File: config.mk
export PLATFORM = sky130hd
export DESIGN_NAME = rx_frame_filter
export DESIGN_NICKNAME = d
export VERILOG_FILES = /design/src/rtl/rxf_pkg.sv /design/src/rtl/rxf_len_track.sv /design/src/rtl/rxf_da_capture.sv /design/src/rtl/rxf_decide.sv /design/src/rtl/rx_frame_filter.sv
export SDC_FILE = /design/constraint.sdc
export NUM_CORES = 1
export LEC_CHECK = 0
export BUFFER_PORTS_ARGS = -buffer_cell sky130_fd_sc_hd__buf_4
export CAP_MARGIN = 15
export CELL_PAD_IN_SITES_DETAIL_PLACEMENT = 0
export CELL_PAD_IN_SITES_GLOBAL_PLACEMENT = 1
export CORE_UTILIZATION = 42
export CTS_CLUSTER_DIAMETER = 50
export DETAILED_ROUTE_END_ITERATION = 8
export GPL_ROUTABILITY_DRIVEN = 0
export PLACE_DENSITY_LB_ADDON = 0.15
export SLEW_MARGIN = 20
export SYNTH_ARGS = -nofsm -noshare
export SYNTH_HDL_FRONTEND = slang
export SYNTH_SLANG_ARGS = --single-unit
File: constraint.sdc
create_clock -name clk -period 4.8 [get_ports clk]
set_input_delay 0.24 -clock clk [delete_from_list [all_inputs] [get_ports clk]]
set_output_delay 0.24 -clock clk [all_outputs]
set_load 0.05 [all_outputs]
File: src/rtl/rxf_pkg.sv
package rxf_pkg;

  // accept enable bit positions
  localparam int AE_PROMISC  = 0;
  localparam int AE_UC_HASH  = 1;
  localparam int AE_MC_HASH  = 2;
  localparam int AE_EXACT    = 3;
  localparam int AE_BCAST    = 4;
  localparam int AE_CLS_LSB  = 5;
  localparam int NUM_CLASSES = 4;
  localparam int AE_W        = AE_CLS_LSB + NUM_CLASSES;

  // status class order, shared by accept enables and interrupt enables
  localparam int CLS_GOOD = 0;
  localparam int CLS_CRC  = 1;
  localparam int CLS_RUNT = 2;
  localparam int CLS_LONG = 3;

  localparam logic [31:0] CRC_SEED = 32'hFFFF_FFFF;
  localparam logic [31:0] CRC_POLY = 32'hEDB8_8320;

  // one byte of a reflected CRC-32, LSB of the byte first
  function automatic logic [31:0] crc_step_byte(input logic [31:0] cur,
                                                input logic [7:0]  dat);
    logic [31:0] acc;
    acc = cur;
    for (int k = 0; k < 8; k++) begin
      if (acc[0] ^ dat[k]) acc = (acc >> 1) ^ CRC_POLY;
      else                 acc = acc >> 1;
    end
    return acc;
  endfunction

endpackage

File: src/rtl/rxf_len_track.sv
module rxf_len_track #(
  parameter int MAX_LEN = 1518,
  parameter int LEN_W   = $clog2(MAX_LEN + 2)
) (
  input  logic             clk,
  input  logic             rst_n,
  input  logic             in_valid,
  input  logic             in_sof,
  input  logic             in_eof,
  output logic             byte_take,
  output logic             frame_end,
  output logic [LEN_W-1:0] byte_idx,
  output logic [LEN_W-1:0] len_cur,
  output logic             wr_en
);

  localparam logic [LEN_W-1:0] LEN_MAX = LEN_W'(MAX_LEN);
  localparam logic [LEN_W-1:0] LEN_SAT = LEN_W'(MAX_LEN + 1);

  logic             in_frame_q, in_frame_d;
  logic [LEN_W-1:0] cnt_q, cnt_d;
  logic             cnt_en;

  always_comb begin
    byte_take = in_valid && (in_sof || in_frame_q);
    frame_end = byte_take && in_eof;
    byte_idx  = in_sof ? '0 : cnt_q;
    len_cur   = (byte_idx >= LEN_SAT) ? LEN_SAT : byte_idx + LEN_W'(1);
    wr_en     = byte_take && (byte_idx < LEN_MAX);
    cnt_en    = byte_take;
    cnt_d     = len_cur;
    in_frame_d = !in_eof;
  end

  always_ff @(posedge clk or negedge rst_n) begin
    if (!rst_n) begin
      in_frame_q <= 1'b0;
      cnt_q      <= '0;
    end else if (cnt_en) begin
      in_frame_q <= in_frame_d;
      cnt_q      <= cnt_d;
    end
  end

endmodule

File: src/rtl/rxf_da_capture.sv
module rxf_da_capture
  import rxf_pkg::*;
#(
  parameter int ADDR_BYTES = 6,
  parameter int HASH_BITS  = 6,
  parameter int LEN_W      = 11,
  localparam int DA_W      = 8 * ADDR_BYTES
) (
  input  logic                 clk,
  input  logic                 rst_n,
  input  logic                 byte_take,
  input  logic [LEN_W-1:0]     byte_idx,
  input  logic [7:0]           in_data,
  output logic [DA_W-1:0]      da_nxt,
  output logic [HASH_BITS-1:0] hash_idx,
  output logic                 da_full
);

  logic [DA_W-1:0] da_q;
  logic [31:0]     crc_q, crc_nxt, crc_base;
  logic            addr_byte;

  // byte b of the address lands in the slot that keeps first byte on top
  for (genvar b = 0; b < ADDR_BYTES; b++) begin : g_slot
    always_comb begin
      if (byte_take && byte_idx == LEN_W'(b))
        da_nxt[DA_W-1-8*b -: 8] = in_data;
      else
        da_nxt[DA_W-1-8*b -: 8] = da_q[DA_W-1-8*b -: 8];
    end
  end

  always_comb begin
    addr_byte = byte_take && (byte_idx < LEN_W'(ADDR_BYTES));
    crc_base  = (byte_idx == '0) ? CRC_SEED : crc_q;
    crc_nxt   = addr_byte ? crc_step_byte(crc_base, in_data) : crc_q;
    hash_idx  = crc_nxt[31 -: HASH_BITS];
    da_full   = byte_idx >= LEN_W'(ADDR_BYTES - 1);
  end

  always_ff @(posedge clk or negedge rst_n) begin
    if (!rst_n) begin
      da_q  <= '0;
      crc_q <= '0;
    end else if (byte_take) begin
      da_q  <= da_nxt;
      crc_q <= crc_nxt;
    end
  end

endmodule

File: src/rtl/rxf_decide.sv
module rxf_decide
  import rxf_pkg::*;
#(
  parameter int ADDR_BYTES = 6,
  parameter int HASH_BITS  = 6,
  parameter int MIN_LEN    = 64,
  parameter int MAX_LEN    = 1518,
  parameter int LEN_W      = 11,
  localparam int DA_W      = 8 * ADDR_BYTES,
  localparam int HT_W      = 1 << HASH_BITS
) (
  input  logic                   clk,
  input  logic                   rst_n,
  input  logic                   frame_end,
  input  logic                   da_full,
  input  logic [DA_W-1:0]        da_nxt,
  input  logic [HASH_BITS-1:0]   hash_idx,
  input  logic [LEN_W-1:0]       len_cur,
  input  logic                   crc_ok,
  input  logic [DA_W-1:0]        station_addr,
  input  logic [HT_W-1:0]        hash_table,
  input  logic [AE_W-1:0]        accept_en,
  input  logic [NUM_CLASSES-1:0] irq_en,
  output logic                   done,
  output logic                   accept,
  output logic [NUM_CLASSES-1:0] irq
);

  logic                   is_bcast, is_group, is_mcast, hash_hit, exact_hit;
  logic                   addr_pass;
  logic [NUM_CLASSES-1:0] cls, cls_en;
  logic                   done_d, accept_d;
  logic [NUM_CLASSES-1:0] irq_d;

  always_comb begin
    is_bcast  = &da_nxt;
    is_group  = da_nxt[DA_W-8];
    is_mcast  = is_group && !is_bcast;
    hash_hit  = hash_table[hash_idx];
    exact_hit = (da_nxt == station_addr);

    addr_pass = accept_en[AE_PROMISC] ||
                (da_full && ((accept_en[AE_EXACT]   && exact_hit) ||
                             (accept_en[AE_BCAST]   && is_bcast)  ||
                             (accept_en[AE_UC_HASH] && !is_group && hash_hit) ||
                             (accept_en[AE_MC_HASH] && is_mcast  && hash_hit)));

    cls[CLS_RUNT] = len_cur < LEN_W'(MIN_LEN);
    cls[CLS_LONG] = len_cur > LEN_W'(MAX_LEN);
    cls[CLS_CRC]  = !crc_ok;
    cls[CLS_GOOD] = crc_ok && !cls[CLS_RUNT] && !cls[CLS_LONG];
    cls_en        = accept_en[AE_CLS_LSB +: NUM_CLASSES];

    done_d   = frame_end;
    accept_d = frame_end && addr_pass && |(cls & cls_en);
    irq_d    = {NUM_CLASSES{frame_end && addr_pass}} & cls & irq_en;
  end

  always_ff @(posedge clk or negedge rst_n) begin
    if (!rst_n) begin
      done   <= 1'b0;
      accept <= 1'b0;
      irq    <= '0;
    end else begin
      done   <= done_d;
      accept <= accept_d;
      irq    <= irq_d;
    end
  end

endmodule

File: src/rtl/rx_frame_filter.sv
module rx_frame_filter
  import rxf_pkg::*;
#(
  parameter int ADDR_BYTES = 6,
  parameter int HASH_BITS  = 6,
  parameter int MIN_LEN    = 64,
  parameter int MAX_LEN    = 1518,
  localparam int DA_W      = 8 * ADDR_BYTES,
  localparam int HT_W      = 1 << HASH_BITS,
  localparam int LEN_W     = $clog2(MAX_LEN + 2)
) (
  input  logic                   clk,
  input  logic                   rst_n,
  input  logic                   in_valid,
  input  logic                   in_sof,
  input  logic                   in_eof,
  input  logic [7:0]             in_data,
  input  logic                   in_crc_ok,
  input  logic [DA_W-1:0]        station_addr,
  input  logic [HT_W-1:0]        hash_table,
  input  logic [AE_W-1:0]        accept_en,
  input  logic [NUM_CLASSES-1:0] irq_en,
  output logic                   wr_en,
  output logic                   done,
  output logic                   accept,
  output logic                   irq_good,
  output logic                   irq_crc,
  output logic                   irq_runt,
  output logic                   irq_long
);

  logic                   byte_take, frame_end, da_full;
  logic [LEN_W-1:0]       byte_idx, len_cur;
  logic [DA_W-1:0]        da_nxt;
  logic [HASH_BITS-1:0]   hash_idx;
  logic [NUM_CLASSES-1:0] irq;

  rxf_len_track #(.MAX_LEN(MAX_LEN), .LEN_W(LEN_W)) u_len (
    .clk(clk), .rst_n(rst_n), .in_valid(in_valid), .in_sof(in_sof),
    .in_eof(in_eof), .byte_take(byte_take), .frame_end(frame_end),
    .byte_idx(byte_idx), .len_cur(len_cur), .wr_en(wr_en)
  );

  rxf_da_capture #(.ADDR_BYTES(ADDR_BYTES), .HASH_BITS(HASH_BITS),
                   .LEN_W(LEN_W)) u_da (
    .clk(clk), .rst_n(rst_n), .byte_take(byte_take), .byte_idx(byte_idx),
    .in_data(in_data), .da_nxt(da_nxt), .hash_idx(hash_idx),
    .da_full(da_full)
  );

  rxf_decide #(.ADDR_BYTES(ADDR_BYTES), .HASH_BITS(HASH_BITS),
               .MIN_LEN(MIN_LEN), .MAX_LEN(MAX_LEN), .LEN_W(LEN_W)) u_dec (
    .clk(clk), .rst_n(rst_n), .frame_end(frame_end), .da_full(da_full),
    .da_nxt(da_nxt), .hash_idx(hash_idx), .len_cur(len_cur),
    .crc_ok(in_crc_ok), .station_addr(station_addr),
    .hash_table(hash_table), .accept_en(accept_en), .irq_en(irq_en),
    .done(done), .accept(accept), .irq(irq)
  );

  assign irq_good = irq[CLS_GOOD];
  assign irq_crc  = irq[CLS_CRC];
  assign irq_runt = irq[CLS_RUNT];
  assign irq_long = irq[CLS_LONG];

endmodule

; Yosys cells after proc, flatten, opt, wreduce, memory -nomap -nowiden
; Index checks and enable logic that the tools add are counted.
[totals]
regBits = 98
[op_classes]
n_mux = 20
eq_ne = 6
n_bitwise = 19
addsub = 1
magnitude_cmp = 7
n_reduce_logical = 37
[ops]
columns = operator, n
row1 = two-way mux 32 bit, 10
row2 = NOT 13 -> 14 bit, 8
row3 = == test 48 bit, 1
row4 = two-way mux 8 bit, 6
row5 = AND reduction 48 bit, 1
row6 = == test 11 x 2 -> 1 bit (second input constant), 2
row7 = == test 11 x 3 -> 1 bit (second input constant), 2
row8 = logical AND 1 bit, 22
row9 = two-way mux 11 bit, 2
row10 = bitwise AND 4 bit, 3
row11 = adder 11 x 1 -> 11 bit (second input constant), 1
row12 = == test 11 x 1 -> 1 bit (second input constant), 1
row13 = >= comparator 11 bit (second input constant), 1
row14 = >= comparator 11 x 3 -> 1 bit (second input constant), 1
row15 = greater-than comparator 11 bit (second input constant), 1
row16 = zero test 11 bit, 1
row17 = < comparator 11 bit (second input constant), 1
row18 = < comparator 11 x 3 -> 1 bit (second input constant), 1
row19 = < comparator 11 x 7 -> 1 bit (second input constant), 1
row20 = XOR 1 bit, 8
row21 = < comparator 6 x 7 -> 1 bit (second input constant), 1
row22 = binary-select mux 1 bit (select 6 bit), 1
row23 = zero test 1 bit, 6
row24 = logical OR 1 bit, 5
row25 = 3 further kinds, 3

; Depth between registers and ports, before layout
; Gate-level depths: netlist of run 1.
[depth]
depth_word = 30
mapped_depth = 23
mapped_depth_nobuf = 16

; Cells and area by module
; From an unflattened synthesis of run 1, not the netlist that was laid out.
[hier_totals]
hier_cells = 719
hier_area_um2 = 7413.4
[by_module_without_submodules]
columns = mod, area_each_um2, cells_per_inst, seq_area_each_um2, instances
row1 = rxf_da_capture, 4926.0, 438, 2001.9, 1
row2 = rxf_decide, 1531.5, 165, 150.1, 1
row3 = rxf_len_track, 955.9, 116, 300.3, 1

; Least setup slack after synthesis of run 1
; OpenSTA, ideal clock, no wires.
[synth_timing]
path_type = input to register
from = input in_sof
to = register u_dec.irq[0]
required_ps = 4704
arrival_ps = 4353
slack_ps = 351
cell_stages = 17
setup_ps = 96
path_cell_list = buf_2 -> clkbuf_1 -> buf_1 -> nand2b_1 -> ha_1 -> clkbuf_1 -> a21oi_1 -> nor4_2 -> and3b_1 -> nor2_1 -> xnor2_2 -> mux2i_1 -> a41o_1 -> o311a_1 -> nor4_1 -> a221oi_4 -> nor4_2
[synth_between]
elab_chain_len = 27
[synth_lines]
columns = item, line_no
row1 = "start, declared", rx_frame_filter.sv:15  ; input logic in_sof,
row2 = two-way mux 11 bit, rxf_len_track.sv:27  ; byte_idx = in_sof ? '0 : cnt_q;
row3 = zero test 11 bit, "rxf_da_capture.sv:26, rxf_da_capture.sv:35"
row4 = two-way mux 32 bit, rxf_da_capture.sv:35  ; crc_base = (byte_idx == '0) ? CRC_SEED : crc_q;
row5 = two-way mux 32 bit (2 in a row), rxf_pkg.sv:28  ; if (acc[0] ^ dat[k]) acc = (acc >> 1) ^ CRC_POLY;
row6 = XOR 1 bit, rxf_pkg.sv:28
row7 = two-way mux 32 bit, rxf_pkg.sv:28
row8 = NOT 13 -> 14 bit (no line), -
row9 = two-way mux 32 bit, rxf_pkg.sv:28
row10 = [... 10 more ...], -
row11 = logical AND 1 bit, rxf_decide.sv:45  ; (accept_en[AE_UC_HASH] && !is_group && hash_hit) ||
row12 = logical OR 1 bit, rxf_decide.sv:44  ; (accept_en[AE_BCAST] && is_bcast) ||
row13 = logical OR 1 bit, rxf_decide.sv:45
row14 = logical AND 1 bit, rxf_decide.sv:43  ; (da_full && ((accept_en[AE_EXACT] && exact_hit) ||
row15 = logical OR 1 bit, rxf_decide.sv:42  ; addr_pass = accept_en[AE_PROMISC] ||
row16 = logical AND 1 bit, rxf_decide.sv:56  ; irq_d = {NUM_CLASSES{frame_end && addr_pass}} & cls & irq_en;
row17 = bitwise AND 4 bit (*) (2 in a row), rxf_decide.sv:56
row18 = named net u_dec.irq_d[0], rxf_decide.sv:33  ; logic [NUM_CLASSES-1:0] irq_d;
row19 = "end signal, assigned", rxf_decide.sv:67  ; irq <= irq_d;
row20 = "end, declared", rxf_decide.sv:26  ; output logic [NUM_CLASSES-1:0] irq
; The timed path passes the listed nets; every way through them passes the cells marked *. The select of a mux whose other input is x is not followed.
; A chain may end at the register's enable or synchronous reset.

; Worst setup path after layout of run 1
[layout_timing]
from = register u_len.cnt_q[7]
to = register u_dec.irq[1]
[layout_between]
elab_chain_len = 27
[layout_lines]
columns = item, line_no
row1 = "start, declared", rxf_len_track.sv:21  ; logic [LEN_W-1:0] cnt_q, cnt_d;
row2 = "start signal, assigned", rxf_len_track.sv:41  ; cnt_q <= cnt_d;
row3 = two-way mux 11 bit (*), rxf_len_track.sv:27
row4 = zero test 11 bit, "rxf_da_capture.sv:26, rxf_da_capture.sv:35"
row5 = two-way mux 32 bit, rxf_da_capture.sv:35
row6 = two-way mux 32 bit (2 in a row), rxf_pkg.sv:28
row7 = XOR 1 bit, rxf_pkg.sv:28
row8 = two-way mux 32 bit, rxf_pkg.sv:28
row9 = NOT 13 -> 14 bit (no line), -
row10 = two-way mux 32 bit, rxf_pkg.sv:28
row11 = [... 10 more ...], -
row12 = logical AND 1 bit, rxf_decide.sv:45
row13 = logical OR 1 bit, rxf_decide.sv:44
row14 = logical OR 1 bit, rxf_decide.sv:45
row15 = logical AND 1 bit (*), rxf_decide.sv:43
row16 = logical OR 1 bit (*), rxf_decide.sv:42
row17 = logical AND 1 bit (*), rxf_decide.sv:56
row18 = bitwise AND 4 bit (*) (2 in a row), rxf_decide.sv:56
row19 = named net u_dec.irq_d[1], rxf_decide.sv:33
; Marks and branches as above.

==> impl_metrics.toml, run 1 <==
[run_status]
run_status = "completed"

[route]
drt_wl_total_um = 20700
detail_route.wl_per_cell_um = 17.2
detailroute.via_count = 6523
route.detailed.drc = 0
drtAntennaViolNets = 0
post_drt_via_cell_ratio = 5.43
drtPass1Iterations = 5
first_iter_violations = 382

[setup_path]
critical-path-top-cell-by-count = "sky130_fd_sc_hd__or4_1"
critical_path.top_delay_family = "simple AND/OR/NAND/NOR gates"
start_kind = "register"
cp.buffers_inverters = 0
r2r-end = "u_dec.irq[1]$_DFF_PN0_"
cp_slowest_cell = "sky130_fd_sc_hd__or4_1"
max_stage_delay_ps = 820
critPathRequiredTime_ps = 5030
r2r_slack_ps = 190
worst_setup_path_startpoint = "u_len.cnt_q[7]$_DFFE_PN0P_"
reg2reg_from = "u_len.cnt_q[7]$_DFFE_PN0P_"
arrival_ps = 4840
worst-setup-path-type = "register to register"
path_max_fanout = 10
reg2reg_depth = 11
critical_path.cell_chain = "or4_1, or4_1, mux2i_1, nor4_1, nand4_1, or4_1, o31ai_2, or3_1, a2111oi_2, a221oi_4, nor4bb_1"
end_kind = "register"

[global_route]
grt_pass1_wl_um = 33700
number_of_global_route_vias_before_repair = 6439
track_usage = 0.239
globalRoute.totalOverflow = 0
grt_max_degree = 66
antenna_found_initial = 0

[power]
report.power.total_w = 0.00537
powerDensity_nw_per_um2 = 593
vdd_drop_max_mv = 0.329
total_leakage_power_nw = 3.98

[finish]
syn2layout_area_growth_pct = 22.6
design.final.nets = 1114
mostFrequentLayoutCells = "sky130_fd_sc_hd__buf_4 (169), sky130_fd_sc_hd__dfrtp_1 (98), sky130_fd_sc_hd__nand2_1 (97)"
most_frequent_standard_cell_in_the_layout_excluding_fill_and_tap_cells = "sky130_fd_sc_hd__buf_4"
final_layout_size_suffix_gt1_frac = 0.251
diodes = 0

[sta]
slew_at_the_pin_closest_to_its_max_slew_limit_ps = 778
fin_crit_sh = 0.959
post-route-min-period_ps = 4610
final.setup.tns_ps = 0
grt_setup_unrepaired = "no"
finalMaxSlewViolations = 0
setup_ws_ps = 194
timing_hold_violations_final = 0
final.setup_skew_ps = 9.09
timing.slew.headroom = 0.477
final_setup_violating_endpoints = 0
max_clock_freq_ghz = 0.217

[floorplan]
start_util = 0.429
die_height_um = 135
dieArea_um2 = 18100
area_inside_the_core_boundary_um2 = 17200
io_pins = 146
rows = 48
floorplan.die.width_um = 135

[synthesis]
synthFlopType = "sky130_fd_sc_hd__dfrtp_1"
yosys_top_cell_by_area = "sky130_fd_sc_hd__dfrtp_1"
syn-num-nets = 985
syn_avg_cell_area_um2 = 8.77
seq_area_frac_synth = 0.332
proportion_of_netlist_area_held_by_the_largest_area_contributor = 0.332
async_set_or_reset_flop_fraction_in_the_synthesized_netlist = 1.00
synth_cell_types = 77
postSynthRegisterBits = 98
synth_edf_count = 0
netlist_area_before_placement_um2 = 7390
syn-instance-count = 842
synth.top_cells.by_area = "sky130_fd_sc_hd__dfrtp_1 (33%), sky130_fd_sc_hd__xnor2_1 (9.1%), sky130_fd_sc_hd__xor2_1 (7.6%), sky130_fd_sc_hd__mux2_2 (5.2%), sky130_fd_sc_hd__nand2_1 (4.9%)"
ys.warnings.count = 0

[clocking]
clk_pin_slew_ps = 70
post_cts.repair.setup_buffers = 0
cts_root_buf = "sky130_fd_sc_hd__clkbuf_16"
tritoncts = "built"
number_of_buffers_created_by_cts = 9
clockBufferDepth = 2
htree_num_levels = 3
clk_latency_ps = 360
clock_sinks = 98

[hold_path]
holdCritStartpoint = "in_crc_ok"
hold_depth = 2
min_path_type = "input port to register"
hold-path-endpoint = "u_dec.irq[1]$_DFF_PN0_"

[placement]
placement.io_buffers = 145
post-place-ws_ps = 225
dpl.hpwl_um = 15700

[job]
cap_viol_max_count = 0
[Yosys cell counts, types with 7 or more instances]
cell,count
sky130_fd_sc_hd__dfrtp_1,98
sky130_fd_sc_hd__mux2_2,34
sky130_fd_sc_hd__nand2_1,97
sky130_fd_sc_hd__nor2b_1,9
sky130_fd_sc_hd__nor2_1,70
sky130_fd_sc_hd__a31oi_1,7
sky130_fd_sc_hd__nor4_1,17
sky130_fd_sc_hd__and3_1,13
sky130_fd_sc_hd__buf_2,12
sky130_fd_sc_hd__a211oi_1,16
sky130_fd_sc_hd__xor2_1,64
sky130_fd_sc_hd__xnor2_1,77
sky130_fd_sc_hd__nor3_1,13
sky130_fd_sc_hd__o21ai_0,52
sky130_fd_sc_hd__a21oi_1,20
sky130_fd_sc_hd__clkbuf_1,34
sky130_fd_sc_hd__mux2i_1,15
sky130_fd_sc_hd__nand4_1,15
sky130_fd_sc_hd__nand3_1,28
sky130_fd_sc_hd__inv_1,20
[flip-flops by register name (all words and copies together), names as in the netlist]
signal and cells:
u_dec.accept 1, u_dec.irq 4, u_da.da_q 48, u_len.in_frame_q 1
u_dec.done 1, u_len.cnt_q 11, u_da.crc_q 32
[timing repair]
action / CTS / global route
hold buffers: 1 / 0
gates resized for setup: 0 / 0
endpoints found under the hold margin: 55 / 0
setup endpoints to repair: 0 / 0
[worst reg2reg max path: stages (launching register included)]
cell and delay [ps]:
sky130_fd_sc_hd__dfrtp_1 460, sky130_fd_sc_hd__or4_1 710, sky130_fd_sc_hd__or4_1 820, sky130_fd_sc_hd__mux2i_1 260
sky130_fd_sc_hd__nor4_1 430, sky130_fd_sc_hd__nand4_1 170, sky130_fd_sc_hd__or4_1 480, sky130_fd_sc_hd__o31ai_2 310
sky130_fd_sc_hd__or3_1 230, sky130_fd_sc_hd__a2111oi_2 90, sky130_fd_sc_hd__a221oi_4 440, sky130_fd_sc_hd__nor4bb_1 100
[power breakdown]
| part | switching [W] | total [W] | internal (W) | leakage (nW) |
|---|---|---|---|---|
| combinational | 0.00171 | 0.00323 | 0.00152 | 2.60 |
| clock | 0.000350 | 0.000763 | 0.000414 | 0.149 |
| sequential | 0.000260 | 0.00137 | 0.00111 | 1.24 |
| total | 0.00232 | 0.00537 | 0.00305 | 3.98 |
[metrics by stage]
step                      cell area [µm²]  instances  hold WS (ps)   util
after floorplan                      7390        842         -55.6      -
after global placement               8730       1183           344  0.506
after detailed placement             8730       1183           350  0.506
after CTS                            9050       1200          42.8  0.525
after global routing                 9050       1201          50.2  0.525
final                                9050       1201          53.0  0.525
[cells by family (layout without fill, tap and decap cells)]
family | count (synthesis) | in the layout | synth area share
compound gates | 158 | 158 | 0.147
xor+xnor | 145 | 145 | 0.179
fa+ha+maj | 5 | 5 | 0.00813
buf+inv | 74 | 208 | 0.0406
flops | 98 | 98 | 0.332
mux | 54 | 54 | 0.0854
simple gates | 308 | 308 | 0.209
[cell type report]
cell class / instances / area, µm²
tap: 225 / 282
sequential: 98 / 2450
fill: 1669 / 8180
clock buffer: 9 / 225
clock inverter: 7 / 83.8
multi-input combinational: 670 / 4650
inverter: 21 / 78.8
timing repair buffer: 171 / 1290
[worst max-delay path by stage]
stage	end	cells past startpoint	slack, ps
global route	u_dec.irq[1]$_DFF_PN0_	13	20
finish	u_dec.irq[1]$_DFF_PN0_	11	190
CTS	u_dec.irq[1]$_DFF_PN0_	11	200
detailed placement	u_dec.irq[1]$_DFF_PN0_	11	230
global placement	u_dec.irq[1]$_DFF_PN0_	11	230
floorplan	u_dec.irq[0]$_DFF_PN0_	17	350
[routing by layer]
layer | track usage | up-vias | part of all wire
met4 | 0.0487 | 0 | 0.011
met2 | 0.403 | 119 | 0.50
met1 | 0.324 | 3146 | 0.46
met3 | 0.0383 | 21 | 0.033
li1 | - | 3237 | -
met5 | 0 | - | 0
Power figures use the tool's default switching activity.
==> run 2, diff against run 1 <==
--- a/config.mk
+++ b/config.mk
@@ -9,6 +9,7 @@
 export CAP_MARGIN = 15
 export CELL_PAD_IN_SITES_DETAIL_PLACEMENT = 0
 export CELL_PAD_IN_SITES_GLOBAL_PLACEMENT = 1
+export CORE_ASPECT_RATIO = 0.7
 export CORE_UTILIZATION = 42
 export CTS_CLUSTER_DIAMETER = 50
 export DETAILED_ROUTE_END_ITERATION = 8
==> impl_metrics.toml, run 2 (synthesis gave the netlist of run 1 again) <==
[run_status]
run_status = "completed"

[finish]
final_layout_size_suffix_gt1_frac = 0.253
largest_reg_flops = 48
syn2layout_area_growth_pct = 23.0
diodes = 0
most_frequent_standard_cell_in_the_layout_excluding_fill_and_tap_cells = "sky130_fd_sc_hd__buf_4"
top_regs = "u_da.da_q (48), u_da.crc_q (32), u_len.cnt_q (11)"
register_ranked_first_by_flip_flop_count = "u_da.da_q"
design.final.nets = 1115
multi_input_comb_area_um2 = 4650
seqCellArea_um2 = 2450
num-fill-cells = 1661
mostFrequentLayoutCells = "sky130_fd_sc_hd__buf_4 (171), sky130_fd_sc_hd__dfrtp_1 (98), sky130_fd_sc_hd__nand2_1 (97)"

[route]
route.detailed.drc = 0
drt_wl_total_um = 21900
drtPass1Iterations = 6
post_drt_via_cell_ratio = 5.43
detail_route.wl_per_cell_um = 18.2
drtAntennaViolNets = 0
detailroute.via_count = 6563
first_iter_violations = 425

[global_route]
antenna_found_initial = 0
grt_max_degree = 71
met3_track_demand_over_resource_in_global_routing = 0.0528
track_usage = 0.250
grt_pass1_wl_um = 35100
use_met2 = 0.344
globalRoute.totalOverflow = 0
global_route.peak_usage_layer = "met1"
global_route.usage.met1 = 0.394
number_of_global_route_vias_before_repair = 6319

[sta]
final.setup_skew_ps = 8.64
slew_at_the_pin_closest_to_its_max_slew_limit_ps = 753
finalMaxSlewViolations = 0
post-route-min-period_ps = 4550
timing_hold_violations_final = 0
final.setup.tns_ps = 0
max_clock_freq_ghz = 0.220
timing.slew.headroom = 0.495
fin_crit_sh = 0.948
grt_setup_unrepaired = "no"
final_setup_violating_endpoints = 0

[power]
internal_power_w = 0.00307
clockPowerShare = 0.145
report.power.total_w = 0.00550
power.share.combinational = 0.604
switching_share = 0.442
total_leakage_power_nw = 4.00
vdd_drop_max_mv = 0.282
seqPwrFrac = 0.251
powerDensity_nw_per_um2 = 605
switching_power_w = 0.00243

[clocking]
clk_pin_slew_ps = 70
clk_latency_ps = 360
htree_num_levels = 3
clock_sinks = 98
cts_root_buf = "sky130_fd_sc_hd__clkbuf_16"
tritoncts = "built"
number_of_buffers_created_by_cts = 9
clockBufferDepth = 2

[floorplan]
floorplan.die.width_um = 161
die_height_um = 113
rows = 40
io_pins = 146
area_inside_the_core_boundary_um2 = 17200
start_util = 0.430
dieArea_um2 = 18100

[hold_path]
min_path_type = "input port to register"

[setup_path]
critPathRequiredTime_ps = 5070
worst-setup-path-type = "register to register"
end_kind = "register"
path_max_fanout = 13
start_kind = "register"
arrival_ps = 4820

[placement]
placement.io_buffers = 145
dpl.hpwl_um = 16700

[job]
cap_viol_max_count = 0
-- run 2: cell types whose count changed in the layout (fill, tap and decap cells not counted), sizes merged --
| cell | before | now |
|---|---|---|
| buf | 169 | 171 |
| clkinv | 2 | 1 |
-- run 2: power by group through the flow --
stage          Clock (W)  Combinational (W)  Sequential [W]
2_1_floorplan          0            0.00258         0.00126
3_3_place_gp           0            0.00330         0.00138
3_5_place_dp           0            0.00330         0.00138
4_1_cts         0.000807            0.00332         0.00137
5_1_grt         0.000843            0.00366         0.00142
6_report        0.000799            0.00332         0.00138
-- run 2: layout make-up --
cell class	instances	share of cell area
clock buffers	10	0.0263
multi-input cells	670	0.512
clock inverters	6	0.00909
repair buffers	172	0.142
well taps	231	0.0318
inverters	21	0.00867
flip-flops and latches	98	0.270
-- run 2: worst max-delay path: stages, from the launching register on --
cell                       delay, ps
sky130_fd_sc_hd__dfrtp_1         450
sky130_fd_sc_hd__or4_1           700
sky130_fd_sc_hd__o31ai_2         290
sky130_fd_sc_hd__buf_4           230
sky130_fd_sc_hd__nand2_1         340
sky130_fd_sc_hd__mux2_2          410
sky130_fd_sc_hd__xor2_1          140
sky130_fd_sc_hd__nor4_1          330
sky130_fd_sc_hd__nand4_1         180
sky130_fd_sc_hd__nor4_2          420
sky130_fd_sc_hd__nand4_1         300
sky130_fd_sc_hd__nand3_1         290
sky130_fd_sc_hd__a221oi_4         80
sky130_fd_sc_hd__nor4_2          290
-- run 2: timing repair --
item / 4_1_cts / 5_1_grt
endpoints found under the setup margin: 0 / 3
buffers inserted: 0 / 0
gates resized for setup: 0 / 2
endpoints found under the hold margin: 46 / 0
hold buffers: 1 / 0
-- run 2: stage by stage --
| step | hold slack, ps | util | cells | setup slack, ps | cell area [µm²] |
|---|---|---|---|---|---|
| after floorplan | -55.6 | - | 842 | 351 | 7390 |
| after global placement | 286 | 0.510 | 1191 | 163 | 8750 |
| after detailed placement | 290 | 0.510 | 1191 | 121 | 8750 |
| after CTS | 39.8 | 0.529 | 1208 | 98.8 | 9080 |
| after global routing | 46.4 | 0.529 | 1208 | 35.6 | 9090 |
| final | 42.3 | 0.529 | 1208 | 251 | 9090 |
-- run 2: worst paths after layout --
kind / startpoint / endpoint / slack [ps] / cells after the start
hold / removal: in_crc_ok / u_dec.irq[1]$_DFF_PN0_ / 40 / 2
setup / recovery: u_len.cnt_q[7]$_DFFE_PN0P_ / u_dec.irq[0]$_DFF_PN0_ / 250 / 13
setup reg to reg: u_len.cnt_q[7]$_DFFE_PN0P_ / u_dec.irq[0]$_DFF_PN0_ / 250 / 13
min in group asynchronous: rst_n / u_da.da_q[35]$_DFFE_PN0P_ / 420 / 2
max in group asynchronous: rst_n / u_da.da_q[44]$_DFFE_PN0P_ / 3250 / 3
hold reg to reg: u_da.crc_q[19]$_DFFE_PN0P_ / u_da.crc_q[19]$_DFFE_PN0P_ / 480 / 2
-- run 2: routing by layer --
| metal | wire, µm | vias up |
|---|---|---|
| met5 | 0 | - |
| met4 | 175 | 0 |
| met3 | 1210 | 13 |
| met2 | 8910 | 162 |
| met1 | 11600 | 3152 |
| li1 | - | 3236 |
